--- src/rtl/baud_search_pkg.sv ---
package baud_search_pkg;

    localparam int FREQ_W  = 32;
    localparam int N_W     = 3;
    localparam int M_W     = 4;
    localparam int SCALE   = 10;
    localparam int BAUD_W  = N_W + M_W;

    typedef logic [N_W-1:0]    n_idx_t;
    typedef logic [M_W-1:0]    m_idx_t;
    typedef logic [FREQ_W-1:0] freq_t;

    // N is the upper field so that incrementing the whole struct walks
    // M as the inner index and N as the outer index.
    typedef struct packed {
        n_idx_t n;
        m_idx_t m;
    } div_pair_t;

    typedef enum logic [1:0] {
        SCAN_IDLE,
        SCAN_ISSUE,
        SCAN_WAIT
    } scan_state_e;

    function automatic freq_t cand_divisor(input div_pair_t p);
        freq_t lin;
        lin = freq_t'(SCALE) * (freq_t'(p.m) + freq_t'(1));
        return lin << (freq_t'(p.n) + freq_t'(1));
    endfunction

    function automatic logic [BAUD_W-1:0] pack_baud(input div_pair_t p);
        return {p.m, p.n};
    endfunction

endpackage

--- src/rtl/bsr_divider.sv ---
module bsr_divider #(
    parameter int W = baud_search_pkg::FREQ_W
) (
    input  logic         clk,
    input  logic         rst,
    input  logic         go_i,
    input  logic [W-1:0] dividend_i,
    input  logic [W-1:0] divisor_i,
    output logic         done_o,
    output logic [W-1:0] quot_o
);
    localparam int CNT_W = $clog2(W + 1);

    logic             busy_q;
    logic [CNT_W-1:0] cnt_q;
    logic [W-1:0]     quo_q;
    logic [W:0]       rem_q;
    logic [W-1:0]     dsr_q;

    logic [W:0]       shifted;
    logic [W+1:0]     trial;

    always_comb begin
        shifted = {rem_q[W-1:0], quo_q[W-1]};
        trial   = {1'b0, shifted} - {2'b00, dsr_q};
    end

    always_ff @(posedge clk) begin
        if (rst) begin
            busy_q <= 1'b0;
            cnt_q  <= '0;
            quo_q  <= '0;
            rem_q  <= '0;
            dsr_q  <= '0;
        end else if (go_i) begin
            busy_q <= 1'b1;
            cnt_q  <= CNT_W'(W);
            quo_q  <= dividend_i;
            rem_q  <= '0;
            dsr_q  <= divisor_i;
        end else if (busy_q) begin
            if (cnt_q != '0) begin
                if (!trial[W+1]) begin
                    rem_q <= trial[W:0];
                    quo_q <= {quo_q[W-2:0], 1'b1};
                end else begin
                    rem_q <= shifted;
                    quo_q <= {quo_q[W-2:0], 1'b0};
                end
                cnt_q <= cnt_q - CNT_W'(1);
            end else begin
                busy_q <= 1'b0;
            end
        end
    end

    assign done_o = busy_q && (cnt_q == '0);
    assign quot_o = quo_q;

endmodule

--- src/rtl/bsr_scan_ctrl.sv ---
module bsr_scan_ctrl
    import baud_search_pkg::*;
(
    input  logic      clk,
    input  logic      rst,
    input  logic      start_i,
    input  logic      div_done_i,
    input  logic      exact_i,
    output logic      launch_o,
    output logic      go_o,
    output logic      eval_o,
    output logic      busy_o,
    output logic      done_o,
    output div_pair_t idx_o
);
    scan_state_e state_q;
    div_pair_t   idx_q;
    logic        done_q;
    logic        last_pair;

    assign launch_o  = (state_q == SCAN_IDLE) && start_i;
    assign go_o      = (state_q == SCAN_ISSUE);
    assign eval_o    = (state_q == SCAN_WAIT) && div_done_i;
    assign last_pair = (idx_q == '1);

    always_ff @(posedge clk) begin
        if (rst) begin
            state_q <= SCAN_IDLE;
            idx_q   <= '0;
            done_q  <= 1'b0;
        end else begin
            done_q <= 1'b0;
            unique case (state_q)
                SCAN_IDLE: begin
                    if (start_i) begin
                        idx_q   <= '0;
                        state_q <= SCAN_ISSUE;
                    end
                end
                SCAN_ISSUE: begin
                    state_q <= SCAN_WAIT;
                end
                SCAN_WAIT: begin
                    if (div_done_i) begin
                        if (exact_i || last_pair) begin
                            state_q <= SCAN_IDLE;
                            done_q  <= 1'b1;
                        end else begin
                            idx_q   <= idx_q + 1'b1;
                            state_q <= SCAN_ISSUE;
                        end
                    end
                end
                default: state_q <= SCAN_IDLE;
            endcase
        end
    end

    assign busy_o = (state_q != SCAN_IDLE);
    assign done_o = done_q;
    assign idx_o  = idx_q;

endmodule

--- src/rtl/bsr_best_track.sv ---
module bsr_best_track
    import baud_search_pkg::*;
#(
    parameter int W = FREQ_W
) (
    input  logic         clk,
    input  logic         rst,
    input  logic         launch_i,
    input  logic         eval_i,
    input  div_pair_t    idx_i,
    input  logic [W-1:0] cand_i,
    input  logic [W-1:0] req_i,
    output logic         exact_o,
    output logic         found_o,
    output div_pair_t    best_o
);
    logic [W-1:0] best_diff_q;
    logic [W-1:0] diff;
    logic         fits;
    logic         accept;
    logic         found_q;
    div_pair_t    best_q;

    always_comb begin
        diff    = req_i - cand_i;
        fits    = (cand_i <= req_i);
        accept  = fits && (diff < best_diff_q);
        exact_o = accept && (diff == '0);
    end

    always_ff @(posedge clk) begin
        if (rst) begin
            best_diff_q <= '1;
            found_q     <= 1'b0;
            best_q      <= '0;
        end else if (launch_i) begin
            best_diff_q <= '1;
            found_q     <= 1'b0;
            best_q      <= '0;
        end else if (eval_i && accept) begin
            best_diff_q <= diff;
            found_q     <= 1'b1;
            best_q      <= idx_i;
        end
    end

    assign found_o = found_q;
    assign best_o  = best_q;

endmodule

--- src/rtl/baud_search.sv ---
module baud_search
    import baud_search_pkg::*;
(
    input  logic              clk,
    input  logic              rst,
    input  logic              start_i,
    input  logic [FREQ_W-1:0] fref_i,
    input  logic [FREQ_W-1:0] req_i,
    output logic              busy_o,
    output logic              done_o,
    output logic              found_o,
    output logic [N_W-1:0]    n_o,
    output logic [M_W-1:0]    m_o,
    output logic [BAUD_W-1:0] baud_o
);
    logic        launch;
    logic        go;
    logic        eval;
    logic        div_done;
    logic        exact;
    freq_t       fref_q;
    freq_t       req_q;
    freq_t       quot;
    freq_t       divisor;
    div_pair_t   idx;
    div_pair_t   best;

    always_ff @(posedge clk) begin
        if (rst) begin
            fref_q <= '0;
            req_q  <= '0;
        end else if (launch) begin
            fref_q <= fref_i;
            req_q  <= req_i;
        end
    end

    assign divisor = cand_divisor(idx);

    bsr_scan_ctrl u_ctrl (
        .clk        (clk),
        .rst        (rst),
        .start_i    (start_i),
        .div_done_i (div_done),
        .exact_i    (exact),
        .launch_o   (launch),
        .go_o       (go),
        .eval_o     (eval),
        .busy_o     (busy_o),
        .done_o     (done_o),
        .idx_o      (idx)
    );

    bsr_divider #(.W(FREQ_W)) u_div (
        .clk        (clk),
        .rst        (rst),
        .go_i       (go),
        .dividend_i (fref_q),
        .divisor_i  (divisor),
        .done_o     (div_done),
        .quot_o     (quot)
    );

    bsr_best_track #(.W(FREQ_W)) u_best (
        .clk      (clk),
        .rst      (rst),
        .launch_i (launch),
        .eval_i   (eval),
        .idx_i    (idx),
        .cand_i   (quot),
        .req_i    (req_q),
        .exact_o  (exact),
        .found_o  (found_o),
        .best_o   (best)
    );

    assign n_o    = best.n;
    assign m_o    = best.m;
    assign baud_o = pack_baud(best);

endmodule

--- config.mk ---
export PLATFORM = sky130hd
export DESIGN_NAME = baud_search
export DESIGN_NICKNAME = d
export VERILOG_FILES = /design/src/rtl/baud_search_pkg.sv /design/src/rtl/bsr_divider.sv /design/src/rtl/bsr_scan_ctrl.sv /design/src/rtl/bsr_best_track.sv /design/src/rtl/baud_search.sv
export SDC_FILE = /design/constraint.sdc
export NUM_CORES = 1
export LEC_CHECK = 0
export CAP_MARGIN = 10
export CORE_MARGIN = 3
export CORE_UTILIZATION = 60
export DETAILED_ROUTE_END_ITERATION = 10
export GPL_TIMING_DRIVEN = 0
export PLACE_DENSITY_LB_ADDON = 0.25
export SETUP_SLACK_MARGIN = 0.3
export SYNTH_ARGS = -nofsm -noshare
export SYNTH_HDL_FRONTEND = slang
export SYNTH_HIERARCHICAL = 1
export SYNTH_SLANG_ARGS = --single-unit
--- constraint.sdc ---
create_clock -name clk -period 6.06 [get_ports clk]
set_input_delay 1.515 -clock clk [delete_from_list [all_inputs] [get_ports clk]]
set_output_delay 1.515 -clock clk [all_outputs]
set_load 0.005 [all_outputs]
==> results by group <==
Run status
  • Status: complete, no violations

Critical path
  • Critical R2R Capture: u_ctrl/idx_o[2]$_SDFFE_PP0P_
  • R2R depth: 22
  • R2R setup slack: roughly 0.78 ns
  • CP max FO: 10
  • Crit. End Element: flop
  • Crit path kind: flop to flop
  • Critical path arrival: 5.73 ns
  • R2r startpoint: req_q[0]$_SDFFE_PP0P_
  • Worst EP required: 6.51 ns
  • CP Launch Type: flop

Logic synthesis
  • Most used DFF post-synth: dfxtp_1
  • Syn Area/Cell: 7.81 um2
  • EDFF count, synth: 0
  • Cells after Synth: around 1800
  • Register area share after synthesis: 30.9%
  • Synthesized area: approximately 14000 um2
  • Synth warnings: 6
  • Distinct cell type count after synthesis: 86
  • Ys async rst share: 0%
  • FF+latch count, synth: 217

Final layout
  • Ant diodes: 0
  • Layout cell share with drive strength beyond 1: 7.24%
  • Commonest non-fill, non-tap cells in the layout: nor2_1 (224), dfxtp_1 (217), nand2_1 (195)
  • Multi-input gate area: between 8000 and 9000 um2
  • Layout fillers: 1889
  • Layout overhead on the synthesized area: 14.9%
  • Layout Cells excl Fill: about 2200
  • Commonest non-fill, non-tap cell in the layout: nor2_1
  • Final Net Count: roughly 2100
  • Post-route cell area: approximately 16000 um2
  • Register area: 4340 um2

Pwr
  • Switching Power: 0.00155 W
  • Comb power frac: roughly 33%
  • Pwr dens: around 280 nW/um2
  • Clock network fraction of design power: roughly a third
  • Seq pwr share: 33.7%
  • Net switching fraction of the power: 34.4%
  • Max VDD drop: 238 uV
  • Power, Total: around 0.0045 W
  • Pleak: 6.94 nW
  • Internal: 0.00296 W

Clocking
  • Clk_lat worst skew: between 0.5 and 0.6 ns
  • CTS tree: yes
  • Total CTS buffers: 24
  • # clock sinks: 217
  • CTS Buffer Depth: 3
  • Clock Tree Root: clkbuf_16
  • Clock transition at path regs: approximately 0.06 ns
  • CTS H-tree depth: 1

Placed design
  • Port bufs: between 80 and 90
  • DP Cell Count: roughly 2200
  • GPL Wtd Cong: 0.937
  • Dpl cell area: 15300 um2
  • Dpl hpwl: between 20000 and 30000 um

Flow run
  • Total of max-cap violations: 0

Timing
  • Slew headroom: 37.4%
  • Slew @ Worst Pin: about 0.94 ns
  • Final worst-path cycle share: approximately 87%
  • Fin Hold WS: 0.464 ns
  • TNS Setup: 0 ns
  • Tmin final: around 5.3 ns
  • Max frequency: 189 MHz
  • Endpoints failing setup: 0
  • Slew Limit Fails: 0
  • Fin. Hold Viols: 0
  • Clock Skew: 0.0124 ns
  • RSZ-0062 raised after global routing: no

Min path
  • Hold path depth: 1
  • Worst Hold End: u_best/found_o$_SDFFE_PP0P_
  • Worst Hold Launch: u_best/found_o$_SDFFE_PP0P_
  • Worst Hold Class: flop to flop

Drt
  • Aggregate routed wire length: 37900 um
  • Drt drc: 0
  • Routed wire per std cell: 16.9 um
  • Drt first pass iters: 6
  • Vias: about 13000
  • Via density: 5.88
  • Initial DRC Count: 1226
  • Antenna Nets Post-Route: 0

Floorplan
  • Chip width: around 160 um
  • Die height: 159 um
  • Initial Utilization: 61.5%
  • Ports: 84
  • DIE AREA: 25300 um2
  • FP Rows: 55
  • CORE AREA: 22800 um2

Global route
  • Initial antenna violation count: 0
  • Global-route wire length before repair: 61000 um
  • Largest net degree at the start of global routing: 18
  • GR Overflow Total: 0
  • Via count of the first global-routing pass: 12238
  • Global Route Usage Sum: 28.5%
synth_stat cells, drive strengths merged, types with 4 or more instances:
cell	count	area, um2
a211o	4	35.0
a211oi	18	150
a21boi	5	37.5
a21o	28	210
a21oi	179	948
a221oi	4	35.0
a22oi	4	30.0
a31oi	20	125
a41oi	5	43.8
and2	18	116
and3	23	151
and4	4	35.0
buf	45	295
clkbuf	54	204
dfxtp	217	4340
ha	103	1290
inv	119	447
mux2i	113	1130
nand2	208	813
nand2b	7	46.3
nand3	29	145
nand4	13	81.3
nor2	224	841
nor2b	10	62.6
nor3	18	90.1
nor3b	5	42.5
nor4	8	50.1
o211ai	9	72.6
o21a	12	90.1
o21ai	150	800
o21bai	8	63.8
o311ai	4	52.6
o31ai	6	45.0
or2	8	50.1
or3	8	55.1
xnor2	36	315
xor2	25	219
critical path, stage by stage, from the launching register on:
cell      delay, ns
dfxtp_1        0.33
inv_1          0.07
ha_1           0.22
inv_1          0.07
fa_1           0.41
a211oi_2       0.36
o31ai_1        0.19
a22o_1         0.28
o21ba_2        0.25
nor2b_1        0.13
xnor2_1        0.23
ha_1           0.33
a21oi_1        0.16
o221ai_1       0.18
a211oi_1       0.24
a21oi_1        0.10
a211o_1        0.36
nor3_1         0.18
nor4bb_4       0.34
nor2_1         0.10
a31oi_2        0.29
o21bai_2       0.17
a31oi_1        0.17
final cells by class:
class / count / share of cell area, %
buffer: 99 / 3.09
clock buffer: 34 / 4.14
clock inverter: 10 / 0.877
inverter: 119 / 2.77
multi-input combinational: 1371 / 54.6
sequential: 217 / 26.9
tap: 313 / 2.43
timing repair buffer: 83 / 5.15
power groups by stage:
stage	Combinational, W	Sequential (W)	Clock [W]
floorplan	0.00108	0.00153	0
detailed placement	0.00143	0.00154	0
finish	0.00148	0.00152	0.00150
global route	0.00162	0.00152	0.00158
global placement	0.00141	0.00154	0
CTS	0.00145	0.00151	0.00152
state kept, by name (all words and copies together), names as in the netlist, 7 cells and up:
signal	flops
fref_q	32
req_q	32
u_best/best_diff_q	32
u_best/best_o	7
u_ctrl/idx_o	7
u_div/dsr_q	32
u_div/quot_o	32
u_div/rem_q	32
per-stage QoR:
| step | utilization (%) | setup WS (ns) |
|---|---|---|
| after floorplan | - | 1.52 |
| after global placement | 67.0 | 0.599 |
| after detailed placement | 67.0 | 0.493 |
| after CTS | 70.5 | 0.446 |
| after global routing | 70.6 | 0.304 |
| final | 70.6 | 0.781 |
worst max-delay path by stage:
stage	startpoint	end	cells past startpoint
after CTS	req_q[0]$_SDFFE_PP0P_	u_ctrl/idx_o[2]$_SDFFE_PP0P_	22
after global placement	req_q[0]$_SDFFE_PP0P_	u_ctrl/idx_o[3]$_SDFFE_PP0P_	22
after detailed placement	req_q[0]$_SDFFE_PP0P_	u_ctrl/idx_o[2]$_SDFFE_PP0P_	22
after floorplan	req_q[0]$_SDFFE_PP0P_	u_ctrl/idx_o[5]$_SDFFE_PP0P_	22
after global routing	req_q[0]$_SDFFE_PP0P_	u_ctrl/idx_o[3]$_SDFFE_PP0P_	22
final	req_q[0]$_SDFFE_PP0P_	u_ctrl/idx_o[2]$_SDFFE_PP0P_	22
layer usage:
layer | vias to the layer above | wire, um | share of wire, % | track usage, %
met3 | 59 | 2680 | 7.1 | 3.49
met5 | - | 0 | 0 | 0
met4 | 0 | 785 | 2.1 | 7.44
li1 | 6465 | - | - | -
met1 | 6183 | 17600 | 47 | 41.3
met2 | 502 | 16800 | 44 | 45.3
what timing repair did:
| action | in CTS | in global routing |
|---|---|---|
| endpoints found under the hold margin | 0 | 0 |
| setup buffers | 0 | 0 |
| resized for setup | 0 | 3 |
| hold buffers | 0 | 0 |
| endpoints found under the setup margin | 0 | 8 |
cells by family (layout without fill, tap and decap cells):
| kind of cell | Yosys count | after routing | synth area share [%] |
|---|---|---|---|
| compound gates | 483 | 483 | 21.3 |
| xor+xnor | 62 | 62 | 3.96 |
| fa+ha+maj | 106 | 106 | 9.60 |
| buf+inv | 218 | 345 | 6.74 |
| flops | 217 | 217 | 30.9 |
| mux | 117 | 117 | 8.46 |
| other cells | 1 | 10 | 0.0267 |
| simple gates | 593 | 593 | 19.0 |
(Power assumes the default switching activity.)
